### src/rtl/samp_adc_pkg.sv
package samp_adc_pkg;
  localparam int unsigned DATA_W = 12;

  typedef enum logic [1:0] {
    SEQ_IDLE = 2'd0,
    SEQ_CONV = 2'd1,
    SEQ_FIN  = 2'd2
  } seq_state_e;

  typedef enum logic {
    MODE_CONVERT = 1'b0,
    MODE_READ    = 1'b1
  } strobe_mode_e;
endpackage

### src/rtl/samp_adc_sync.sv
module samp_adc_sync #(
  parameter int unsigned STAGES  = 2,
  parameter logic        RST_VAL = 1'b1
) (
  input  logic clk_i,
  input  logic rst_ni,
  input  logic d_i,
  output logic q_o
);
  logic [STAGES-1:0] sr_q;

  for (genvar i = 0; i < STAGES; i++) begin : g_stage
    if (i == 0) begin : g_first
      always_ff @(posedge clk_i or negedge rst_ni) begin
        if (!rst_ni) sr_q[i] <= RST_VAL;
        else         sr_q[i] <= d_i;
      end
    end else begin : g_next
      always_ff @(posedge clk_i or negedge rst_ni) begin
        if (!rst_ni) sr_q[i] <= RST_VAL;
        else         sr_q[i] <= sr_q[i-1];
      end
    end
  end

  assign q_o = sr_q[STAGES-1];
endmodule

### src/rtl/samp_adc_strobe.sv
module samp_adc_strobe
  import samp_adc_pkg::*;
#(
  parameter int unsigned MIN_W = 3
) (
  input  logic clk_i,
  input  logic rst_ni,
  input  logic rc_s_i,
  input  logic mode_i,
  input  logic idle_i,
  output logic fire_o
);
  localparam int unsigned CNT_W = $clog2(MIN_W + 1);
  localparam logic [CNT_W-1:0] CNT_MAX = CNT_W'(MIN_W);
  localparam logic [CNT_W-1:0] CNT_CV  = CNT_W'(MIN_W - 1);

  logic [CNT_W-1:0] cnt_q;
  logic             rc_prev_q;
  logic             blk_q;
  logic             mode_q;
  logic             act;
  logic             fire_cv, fire_rd;
  logic             mode_chg;

  // active level: low in convert mode, high in read mode
  assign act      = (mode_i == MODE_READ) ? rc_s_i : ~rc_s_i;
  assign mode_chg = (mode_i != mode_q);

  assign fire_cv = (mode_i == MODE_CONVERT) && idle_i && !blk_q && !mode_chg &&
                   !rc_s_i && (cnt_q == CNT_CV);
  assign fire_rd = (mode_i == MODE_READ) && idle_i && !blk_q && !mode_chg &&
                   rc_prev_q && !rc_s_i && (cnt_q == CNT_MAX);
  assign fire_o  = fire_cv | fire_rd;

  always_ff @(posedge clk_i or negedge rst_ni) begin
    if (!rst_ni) begin
      cnt_q     <= '0;
      rc_prev_q <= 1'b1;
      blk_q     <= 1'b1;
      mode_q    <= MODE_CONVERT;
    end else begin
      rc_prev_q <= rc_s_i;
      mode_q    <= mode_i;
      if (fire_o || mode_chg)      blk_q <= 1'b1;
      else if (idle_i && !act)     blk_q <= 1'b0;
      if (!idle_i || !act || blk_q || mode_chg) cnt_q <= '0;
      else if (cnt_q != CNT_MAX)                cnt_q <= cnt_q + 1'b1;
    end
  end

  AST_FIRE_CLEAN_LEVEL: assert property (@(posedge clk_i) disable iff (!rst_ni)
    fire_o |=> !fire_o);
endmodule

### src/rtl/samp_adc_seq.sv
module samp_adc_seq
  import samp_adc_pkg::*;
(
  input  logic clk_i,
  input  logic rst_ni,
  input  logic fire_i,
  input  logic done_i,
  output logic start_o,
  output logic hold_o,
  output logic busy_o,
  output logic load_o
);
  seq_state_e state_q, state_d;
  logic       start_q;

  always_comb begin
    state_d = state_q;
    unique case (state_q)
      SEQ_IDLE: if (fire_i) state_d = SEQ_CONV;
      SEQ_CONV: if (done_i) state_d = SEQ_FIN;
      SEQ_FIN:  state_d = SEQ_IDLE;
      default:  state_d = SEQ_IDLE;
    endcase
  end

  always_ff @(posedge clk_i or negedge rst_ni) begin
    if (!rst_ni) begin
      state_q <= SEQ_IDLE;
      start_q <= 1'b0;
    end else begin
      state_q <= state_d;
      start_q <= (state_q == SEQ_IDLE) && fire_i;
    end
  end

  assign start_o = start_q;
  assign hold_o  = (state_q == SEQ_CONV);
  assign busy_o  = (state_q == SEQ_IDLE);
  assign load_o  = (state_q == SEQ_CONV) && done_i;

  AST_START_PULSE: assert property (@(posedge clk_i) disable iff (!rst_ni)
    start_o |=> !start_o);
  AST_START_FROM_IDLE: assert property (@(posedge clk_i) disable iff (!rst_ni)
    start_o |-> $past(busy_o));
  AST_BUSY_RISE_AFTER_DONE: assert property (@(posedge clk_i) disable iff (!rst_ni)
    $rose(busy_o) |-> ($past(done_i, 2) && $past(hold_o, 2) && !$past(hold_o)));
endmodule

### src/rtl/samp_adc_outlat.sv
module samp_adc_outlat
  import samp_adc_pkg::*;
(
  input  logic              clk_i,
  input  logic              rst_ni,
  input  logic              load_i,
  input  logic [DATA_W-1:0] result_i,
  input  logic              cs_ni,
  input  logic              busy_i,
  input  logic              rd_lvl_i,
  output logic [DATA_W-1:0] data_o,
  output logic              data_oe_o
);
  logic [DATA_W-1:0] data_q;

  always_ff @(posedge clk_i or negedge rst_ni) begin
    if (!rst_ni)     data_q <= '0;
    else if (load_i) data_q <= result_i;
  end

  // same read level in both modes: convert idles high, read pulses high
  assign data_oe_o = !cs_ni && busy_i && rd_lvl_i;
  assign data_o    = data_oe_o ? data_q : '0;
endmodule

### src/rtl/samp_adc_ctrl.sv
module samp_adc_ctrl
  import samp_adc_pkg::*;
#(
  parameter int unsigned MIN_W       = 3,
  parameter int unsigned SYNC_STAGES = 2
) (
  input  logic              clk_i,
  input  logic              rst_ni,
  input  logic              rc_i,
  input  logic              cs_ni,
  input  logic              mode_i,
  input  logic              done_i,
  input  logic [DATA_W-1:0] result_i,
  output logic              start_o,
  output logic              hold_o,
  output logic              busy_o,
  output logic [DATA_W-1:0] data_o,
  output logic              data_oe_o
);
  logic rc_s;
  logic fire;
  logic load;

  samp_adc_sync #(.STAGES(SYNC_STAGES), .RST_VAL(1'b1)) u_sync (
    .clk_i (clk_i),
    .rst_ni(rst_ni),
    .d_i   (rc_i),
    .q_o   (rc_s)
  );

  samp_adc_strobe #(.MIN_W(MIN_W)) u_strobe (
    .clk_i (clk_i),
    .rst_ni(rst_ni),
    .rc_s_i(rc_s),
    .mode_i(mode_i),
    .idle_i(busy_o),
    .fire_o(fire)
  );

  samp_adc_seq u_seq (
    .clk_i  (clk_i),
    .rst_ni (rst_ni),
    .fire_i (fire),
    .done_i (done_i),
    .start_o(start_o),
    .hold_o (hold_o),
    .busy_o (busy_o),
    .load_o (load)
  );

  samp_adc_outlat u_outlat (
    .clk_i    (clk_i),
    .rst_ni   (rst_ni),
    .load_i   (load),
    .result_i (result_i),
    .cs_ni    (cs_ni),
    .busy_i   (busy_o),
    .rd_lvl_i (rc_s),
    .data_o   (data_o),
    .data_oe_o(data_oe_o)
  );

  AST_NO_START_IN_CONV: assert property (@(posedge clk_i) disable iff (!rst_ni)
    !$past(busy_o) |-> !start_o);
  AST_BUS_OFF_IN_HOLD: assert property (@(posedge clk_i) disable iff (!rst_ni)
    hold_o |-> !data_oe_o);
  AST_IDLE_DONE_NO_EFFECT: assert property (@(posedge clk_i) disable iff (!rst_ni)
    (busy_o && !fire) |=> busy_o);
endmodule

### config.mk
export PLATFORM = sky130hd
export DESIGN_NAME = samp_adc_ctrl
export DESIGN_NICKNAME = d
export VERILOG_FILES = /design/src/rtl/samp_adc_pkg.sv /design/src/rtl/samp_adc_sync.sv /design/src/rtl/samp_adc_strobe.sv /design/src/rtl/samp_adc_seq.sv /design/src/rtl/samp_adc_outlat.sv /design/src/rtl/samp_adc_ctrl.sv
export SDC_FILE = /design/constraint.sdc
export NUM_CORES = 1
export LEC_CHECK = 0
export ABC_AREA = 1
export BUFFER_PORTS_ARGS = -buffer_cell sky130_fd_sc_hd__buf_2
export CAP_MARGIN = 5
export CORE_ASPECT_RATIO = 0.8
export CORE_MARGIN = 4
export CORE_UTILIZATION = 52
export CTS_CLUSTER_DIAMETER = 150
export DETAILED_ROUTE_END_ITERATION = 10
export PLACE_DENSITY_LB_ADDON = 0.3
export REMOVE_ABC_BUFFERS = 1
export SLEW_MARGIN = 20
export SYNTH_ARGS = -nofsm -noshare
export SYNTH_HDL_FRONTEND = slang
export SYNTH_SLANG_ARGS = --single-unit
### constraint.sdc
create_clock -name clk_i -period 3.2 [get_ports clk_i]
set_input_delay 0.64 -clock clk_i [delete_from_list [all_inputs] [get_ports clk_i]]
set_output_delay 0.64 -clock clk_i [all_outputs]
set_load 0.02 [all_outputs]
* Word level (Yosys, flattened, before mapping)
Index checks and enable logic that the tools add are counted.
** Cells by class
- Add/subtract/negate cells :: 1
- Equal/unequal tests :: 7
- Muxes and demuxes :: 9
- Bitwise gates (word level) :: 3
- Reduce and logical (&&, ||, !) cells :: 30
** Operators with widths (count)
- logical AND 1 bit :: 16
- two-way mux 12 bit :: 1
- two-way mux 2 bit :: 4
- logical NOT 1 bit :: 6
- != test 2 bit, second input constant :: 3
- equality test 2 bit, second input constant :: 2
- logical OR 1 bit :: 4
- one-hot mux 2 bit (2 select lines) :: 1
- nonzero test 2 bit :: 2
- two-way mux 1 bit :: 3
- adder 2 x 1 -> 2 bit, second input constant :: 1
- equality test 2 x 1 -> 1 bit, second input constant :: 1
- logical NOT 2 bit :: 1
- inverter 1 bit :: 2
- AND reduction 2 bit :: 1
- != test 1 bit :: 1
- bitwise OR 1 bit :: 1
** Storage, ports and cells
- Bits in registers :: 22
- Input port bits :: 18
- Output and inout bits :: 16
- Word-level logic and storage cells :: 59

* Longest topological paths before layout
Gate-level depths: netlist (run 1).
- Word-level depth :: 10
- Mapped depth :: 7
- Mapped depth without buffers :: 6

* Cells and area by module
From an unflattened synthesis (run 1), not the netlist that was laid out.
** Second synthesis, totals
- Cell total of the unflattened synthesis :: 116
- Area, all modules :: 997.2 µm²
** By module, submodules not included
- samp_adc_outlat :: times used 1, cells each 66, area each 550.5 µm², seq. area each 300.3 µm²
- samp_adc_strobe :: times used 1, cells each 34, area each 269.0 µm², seq. area each 127.6 µm²
- samp_adc_seq :: times used 1, cells each 14, area each 125.1 µm², seq. area each 75.1 µm²
- samp_adc_sync :: times used 1, cells each 2, area each 52.6 µm², seq. area each 52.6 µm²

* Least setup slack after synthesis (run 1)
OpenSTA, ideal clock, no wires.
- Path kind :: in2out
- Start :: input cs_ni
- End :: output data_o[0]
- Data arrival time :: 1.277 ns
- Required time :: 2.560 ns
- Setup slack :: 1.283 ns
- Stages :: 4
- Path buffers :: 1
- Cells stage by stage :: nor2_1 nand2_1 buf_2 nor2_1
** Between the ends
- Word-level cells in the longest chain between the ends :: 4
** RTL lines
- start: declaration :: RTL line samp_adc_ctrl.sv:10 : input logic cs_ni,
- logical NOT 1 bit :: RTL line samp_adc_outlat.sv:22 : assign data_oe_o = !cs_ni && busy_i && rd_lvl_i;
- logical AND 1 bit (2 in a row) :: RTL line samp_adc_outlat.sv:22
- two-way mux 12 bit :: RTL line samp_adc_outlat.sv:23 : assign data_o = data_oe_o ? data_q : '0;
- end: declaration :: RTL line samp_adc_ctrl.sv:17 : output logic [DATA_W-1:0] data_o,
Every way passes these cells.

* Worst setup path in the final report (run 1)
- Start :: register u_sync.sr_q[1], in the netlist u_sync.q_o
- End :: output data_o[9]
** Between the ends
- Word-level cells in the longest chain between the ends :: 2
** RTL lines
- start: declaration :: RTL line samp_adc_sync.sv:10 : logic [STAGES-1:0] sr_q;
- start signal: indexed assignment :: RTL line samp_adc_sync.sv:21 : else sr_q[i] <= sr_q[i-1];
- logical AND 1 bit :: RTL line samp_adc_outlat.sv:22
- two-way mux 12 bit :: RTL line samp_adc_outlat.sv:23
Every way passes these cells.

==> results of run 1 <==
[worst register-to-register path, cell delays in order, from the launching register on]
cell and delay [ns]:
dfrtp_1 0.43, nor2_4 0.14, nand2_2 0.07, inv_4 0.25, nand2_1 0.11, o21ai_1 0.09
[final cells by class]
type | instances | share of cell area [%]
multi-input combinational | 67 | 28.3
tap | 24 | 2.42
clock inverter | 1 | 2.42
timing repair buffer | 33 | 13.3
inverter | 22 | 6.87
clock buffer | 3 | 1.82
sequential | 22 | 44.8
[cell usage in the layout, fill, tap and decap left out, drive strengths merged]
cell    count
nand3       2
dfstp       4
inv        22
clkbuf      3
o21ai      12
nor2       21
buf        33
xor2        1
dfrtp      18
a21oi       2
nand2      27
ha          2
bufinv      1
[power breakdown]
group / switching, mW / internal (mW) / leakage (nW) / total (mW)
Combinational: 0.120 / 0.0772 / 0.421 / 0.197
Clock: 0.0865 / 0.127 / 0.0279 / 0.213
Sequential: 0.0205 / 0.350 / 0.265 / 0.370
Total: 0.227 / 0.554 / 0.714 / 0.780
[logic make-up (layout without fill, tap and decap cells)]
| family | after synthesis | count (layout) | share of synthesized area (%) |
|---|---|---|---|
| flops | 22 | 22 | 54.3 |
| compound gates | 14 | 14 | 9.42 |
| xor+xnor | 1 | 1 | 0.857 |
| buf+inv | 25 | 59 | 11.4 |
| simple gates | 50 | 50 | 21.5 |
| fa+ha+maj | 2 | 2 | 2.45 |
[stage by stage]
| stage | cells | cell area [um^2] | power, mW |
|---|---|---|---|
| 3_3_place_gp | 168 | 1190 | 0.569 |
| 4_1_cts | 172 | 1240 | 0.785 |
| 3_5_place_dp | 168 | 1190 | 0.576 |
| 2_1_floorplan | 111 | 991 | 0.516 |
| 6_report | 172 | 1240 | 0.780 |
| 5_1_grt | 172 | 1240 | 0.831 |
[per-layer routing]
metal	track usage, %	wire length [um]	vias up
li1	-	-	409
met5	0	0	-
met1	17.9	787	358
met2	22.7	847	27
met4	4.63	20	0
met3	6.47	155	4
[how the worst min path moves through the flow]
stage	end	slack (ns)
after detailed placement	u_sync.q_o$_DFF_PN1_	0.35
after global placement	u_sync.q_o$_DFF_PN1_	0.35
after floorplan	u_outlat.data_q[0]$_DFFE_PN0P_	0.34
after global routing	u_outlat.data_q[11]$_DFFE_PN0P_	0.27
final	u_strobe.mode_q$_DFF_PN0_	0.26
after CTS	u_outlat.data_q[9]$_DFFE_PN0P_	0.27
==> flow_summary.ini, run 1 <==
[place]
pre_cts_ws_ns = 1.05
port-buffer-count = 33
gp_congestion = 0.715
dpl.hpwl_um = 1350

[timing]
fmax_ghz = 0.430
worst_slack_ns = 0.875
rsz0062_at_grt = false
setup_viol = 0
skew_ns = 0.00353
finalHoldViolations = 0
drv_slew = 0
fin_crit_ns = 2.32
setup_tns_ns = 0
hold_ws_ns = 0.261
relSlewSlack_pct = 68.7
fin_crit_sh_pct = 72.6
worst_pin_slew_ns = 0.469

[cells_and_area]
top_regs = u_outlat.data_q (12), u_seq.state_q (2), u_strobe.cnt_q (2)
drive_above_1_share_pct = 40.5
area_growth_pct = 21.2
seqCellArea_um2 = 556
fillCellCount = 158
multi_input_area_um2 = 350
largest_reg_flops = 12
nets = 169
num_antenna_cells = 0
top_register = u_outlat.data_q
utilization_pct = 66.1

[yosys]
yosysMostFrequentCell = inv_1
netlist_top_cells_count = 20 x inv_1, 19 x nand2_1, 19 x nor2_1
yosys-top-cells-area = dfrtp_1 44%, dfstp_2 10%, inv_1 7.3%, nand2_1 7.0%, nor2_1 7.0%
synth_top_area_cell = dfrtp_1
synth_edf_count = 0
synth_top_area_share_pct = 44.1
synth_area_um2 = 1020
yosysSeqAreaShare_pct = 54.3
avgSynthCellArea_um2 = 8.97
ys_seq_elements = 22
synth.yosys.warnings = 0
postSynthCellCount = 114
synth_top_flop_cell = dfrtp_1
synth_cell_types = 19
synthArstFlopShare_pct = 100

[setup_path]
cp_num_cells = 5
path_cells = inv_1 -> nor2_1 -> nand2_1 -> nor2_1 -> buf_2
cp_top_family = flip-flops
critPathLaunchType = register
cp_data_required_time_ns = 2.56
cp.buffers_inverters = 2
rr_worst_depth = 5
r2r_end = u_outlat.data_q[7]$_DFFE_PN0P_
crit_arrival_ns = 1.68
r2r_start = u_seq.state_q[1]$_DFFE_PN0P_
cp-end-kind = output port
critPathSlowestCell = dfstp_2
rrSetupSlack_ns = 2.04
worstSetupPathType = register to output port
critPathCapture = data_o[9]
max_stage_delay_ns = 0.57
startpoint = u_sync.q_o$_DFF_PN1_
critPathMaxFanout = 13
crit_path_frequent_cell = nor2_1

[floorplan]
num_io_pins = 34
core_area_um2 = 1870
die_x_um = 57.6
die_area_um2 = 2740
start_util_pct = 54.5
rows = 14
die_h_um = 47.7

[global_route]
grt_pass1_vias = 683
grtUsageTotal_pct = 14.4
antenna_found_initial = 0
grt_pass1_wl_um = 2900
overflow = 0
grt_start_max_net_pins = 26

[cts]
path_clk_slew_ns = 0.12
clock_path_buffers = 2
post_cts_resized = 0
cts_tree = done
clk_latency_ns = 0.31
hold_buffers = 0
cts.sinks = 22
cts_root_buf = clkbuf_4
post-cts-setup-buffer-count = 0
numCtsBuffers = 3
h-tree-depth = 1

[power]
ir_drop_uv = 463
cellLeakagePower_nw = 0.714
power_density_nw_per_um2 = 630

[routing]
drt-initial-drc-count = 11
vias_per_cell = 4.64
drc = 0
vias = 798
antenna_left = 0
drt_first_pass_iters = 4
postRouteWirelength_um = 1810
wl_per_cell_um = 10.5

[run_status]
status = finished, final reports clean

[flow_run]
cap_viol_max_count = 0

[worst_hold_path]
hold_class = input pin to async pin
(Power assumes the default switching activity.)
==> inputs of run 2 (changes only) <==
--- a/config.mk
+++ b/config.mk
@@ -10,7 +10,7 @@
 export CAP_MARGIN = 5
 export CORE_ASPECT_RATIO = 0.8
 export CORE_MARGIN = 4
-export CORE_UTILIZATION = 52
+export CORE_UTILIZATION = 48
 export CTS_CLUSTER_DIAMETER = 150
 export DETAILED_ROUTE_END_ITERATION = 10
 export PLACE_DENSITY_LB_ADDON = 0.3
==> constraint.sdc (replaced) <==
create_clock -name clk_i -period 2.4 [get_ports clk_i]
set_input_delay 0.48 -clock clk_i [delete_from_list [all_inputs] [get_ports clk_i]]
set_output_delay 0.48 -clock clk_i [all_outputs]
set_load 0.02 [all_outputs]
==> run 2 against run 1 <==
First-iteration DRC count fell by 55%. Worst hold slack got worse by 0.15 ns. Die area rose by 7.0%. Clock skew rose by 0.0052 ns. Highest routed layer unchanged. Routed wire length rose by 0.22%. Non-clock buffer count did not move. Critical path depth did not move. Cell count did not move. Critical path type unchanged. Sequential power rose by 35%. Via count fell by 2.8%. Largest cell class unchanged. Sequential share of layout area rose by 0.97 points. Critical endpoint is now data_o[5].
==> flow_summary.ini, run 2 (synthesis gave the netlist of run 1 again) <==
[cts]
post_cts_resized = 0
h-tree-depth = 1
post-cts-setup-buffer-count = 0
clk_latency_ns = 0.30
cts_tree = done
numCtsBuffers = 3
cts_root_buf = clkbuf_4
path_clk_slew_ns = 0.12
cts.sinks = 22
clock_path_buffers = 2
hold_buffers = 0

[setup_path]
crit_arrival_ns = 1.65
critPathLaunchType = register
r2r_start = u_seq.state_q[1]$_DFFE_PN0P_
worstSetupPathType = register to output port
cp-end-kind = output port
cp_data_required_time_ns = 1.92
critPathMaxFanout = 13
startpoint = u_sync.q_o$_DFF_PN1_

[floorplan]
start_util_pct = 52.6
rows = 14
core_area_um2 = 1940
die_x_um = 59.6
die_area_um2 = 2940
num_io_pins = 34
die_h_um = 49.3

[place]
gp_congestion = 0.678
port-buffer-count = 33
place_inst = 168
dpl.hpwl_um = 1410

[global_route]
grt_start_max_net_pins = 26
antenna_found_initial = 0
grtUsageTotal_pct = 14.2
grt_pass1_vias = 731
overflow = 0
grt_pass1_wl_um = 3180

[timing]
skew_ns = 0.00878
worst_pin_slew_ns = 0.474
rsz0062_at_grt = false
drv_slew = 0
setup_tns_ns = 0
relSlewSlack_pct = 68.4
setup_viol = 0
finalHoldViolations = 0
fmax_ghz = 0.470
fin_crit_sh_pct = 88.6
fin_crit_ns = 2.13

[routing]
wl_per_cell_um = 10.6
drt_first_pass_iters = 4
postRouteWirelength_um = 1820
drt-initial-drc-count = 5
antenna_left = 0
vias_per_cell = 4.51
drc = 0
vias = 776

[power]
cellLeakagePower_nw = 0.701
p_total_mw = 0.927
switching_share_pct = 31.6
p_seq_share_pct = 53.7
p_int_mw = 0.635
ir_drop_uv = 487
power_density_nw_per_um2 = 765
power_frac_comb_pct = 28.4
power_frac_clock_pct = 18.0
power.switching_mw = 0.293

[cells_and_area]
layout_commonest_cell = buf_2
drive_above_1_share_pct = 39.9
fillCellCount = 180
multi_input_area_um2 = 350
area_growth_pct = 18.6
utilization_pct = 62.4
seqCellArea_um2 = 556
top_regs = u_outlat.data_q (12), u_seq.state_q (2), u_strobe.cnt_q (2)
top_register = u_outlat.data_q
largest_reg_flops = 12
num_antenna_cells = 0
nets = 169
final_cells = 172
layout_common_cells = 33 x buf_2, 20 x inv_1, 19 x nor2_1, 19 x nand2_1, 18 x dfrtp_1

[worst_hold_path]
hold_class = input pin to async pin

[run_status]
status = finished, final reports clean

[flow_run]
cap_viol_max_count = 0
## run 2: final timing paths
kind / slack (ns) / depth (start not counted) / end
max: 0.27 / 5 / data_o[5]
min: 0.11 / 1 / u_seq.start_o$_DFF_PN0_
max reg2reg: 1.26 / 5 / u_outlat.data_q[8]$_DFFE_PN0P_
min reg2reg: 0.36 / 0 / u_sync.q_o$_DFF_PN1_
max in group asynchronous: 1.93 / 1 / u_sync.sr_q[0]$_DFF_PN1_
min in group clk_i: 0.27 / 1 / u_sync.sr_q[0]$_DFF_PN1_
## run 2: critical path: stages, from the launching register on
cell and delay, ns:
dfstp_2 0.57, inv_1 0.05, nor2_1 0.08, nand2_1 0.27
nor2_1 0.20, buf_2 0.19
## run 2: power groups by stage
stage                     sequential, mW  combinational [mW]  clock (mW)
after floorplan                    0.495               0.193           0
after detailed placement           0.504               0.269           0
after CTS                          0.498               0.269       0.176
after global placement             0.499               0.261           0
after global routing               0.503               0.300       0.195
final                              0.498               0.263       0.167
## run 2: layout make-up
| class | instances | share of cell area (%) |
|---|---|---|
| well taps | 24 | 2.48 |
| flip-flops and latches | 22 | 45.8 |
| clock buffers | 4 | 2.17 |
| repair buffers | 33 | 13.6 |
| multi-input cells | 67 | 28.9 |
| inverters | 22 | 7.02 |
## run 2: stage by stage
stage               area [um^2]  hold WS, ns  worst slack, ns
floorplan                   991        0.184            0.644
global placement           1190        0.346            0.634
detailed placement         1190        0.348            0.598
CTS                        1210        0.122            0.254
global route               1210        0.126            0.140
finish                     1210        0.113            0.274
## run 2: routing by layer
layer / share of wire [%] / track usage, %
met5: 0 / 0
met4: 0.55 / 3.32
met3: 7.4 / 5.29
met2: 46 / 22.5
met1: 46 / 18.3
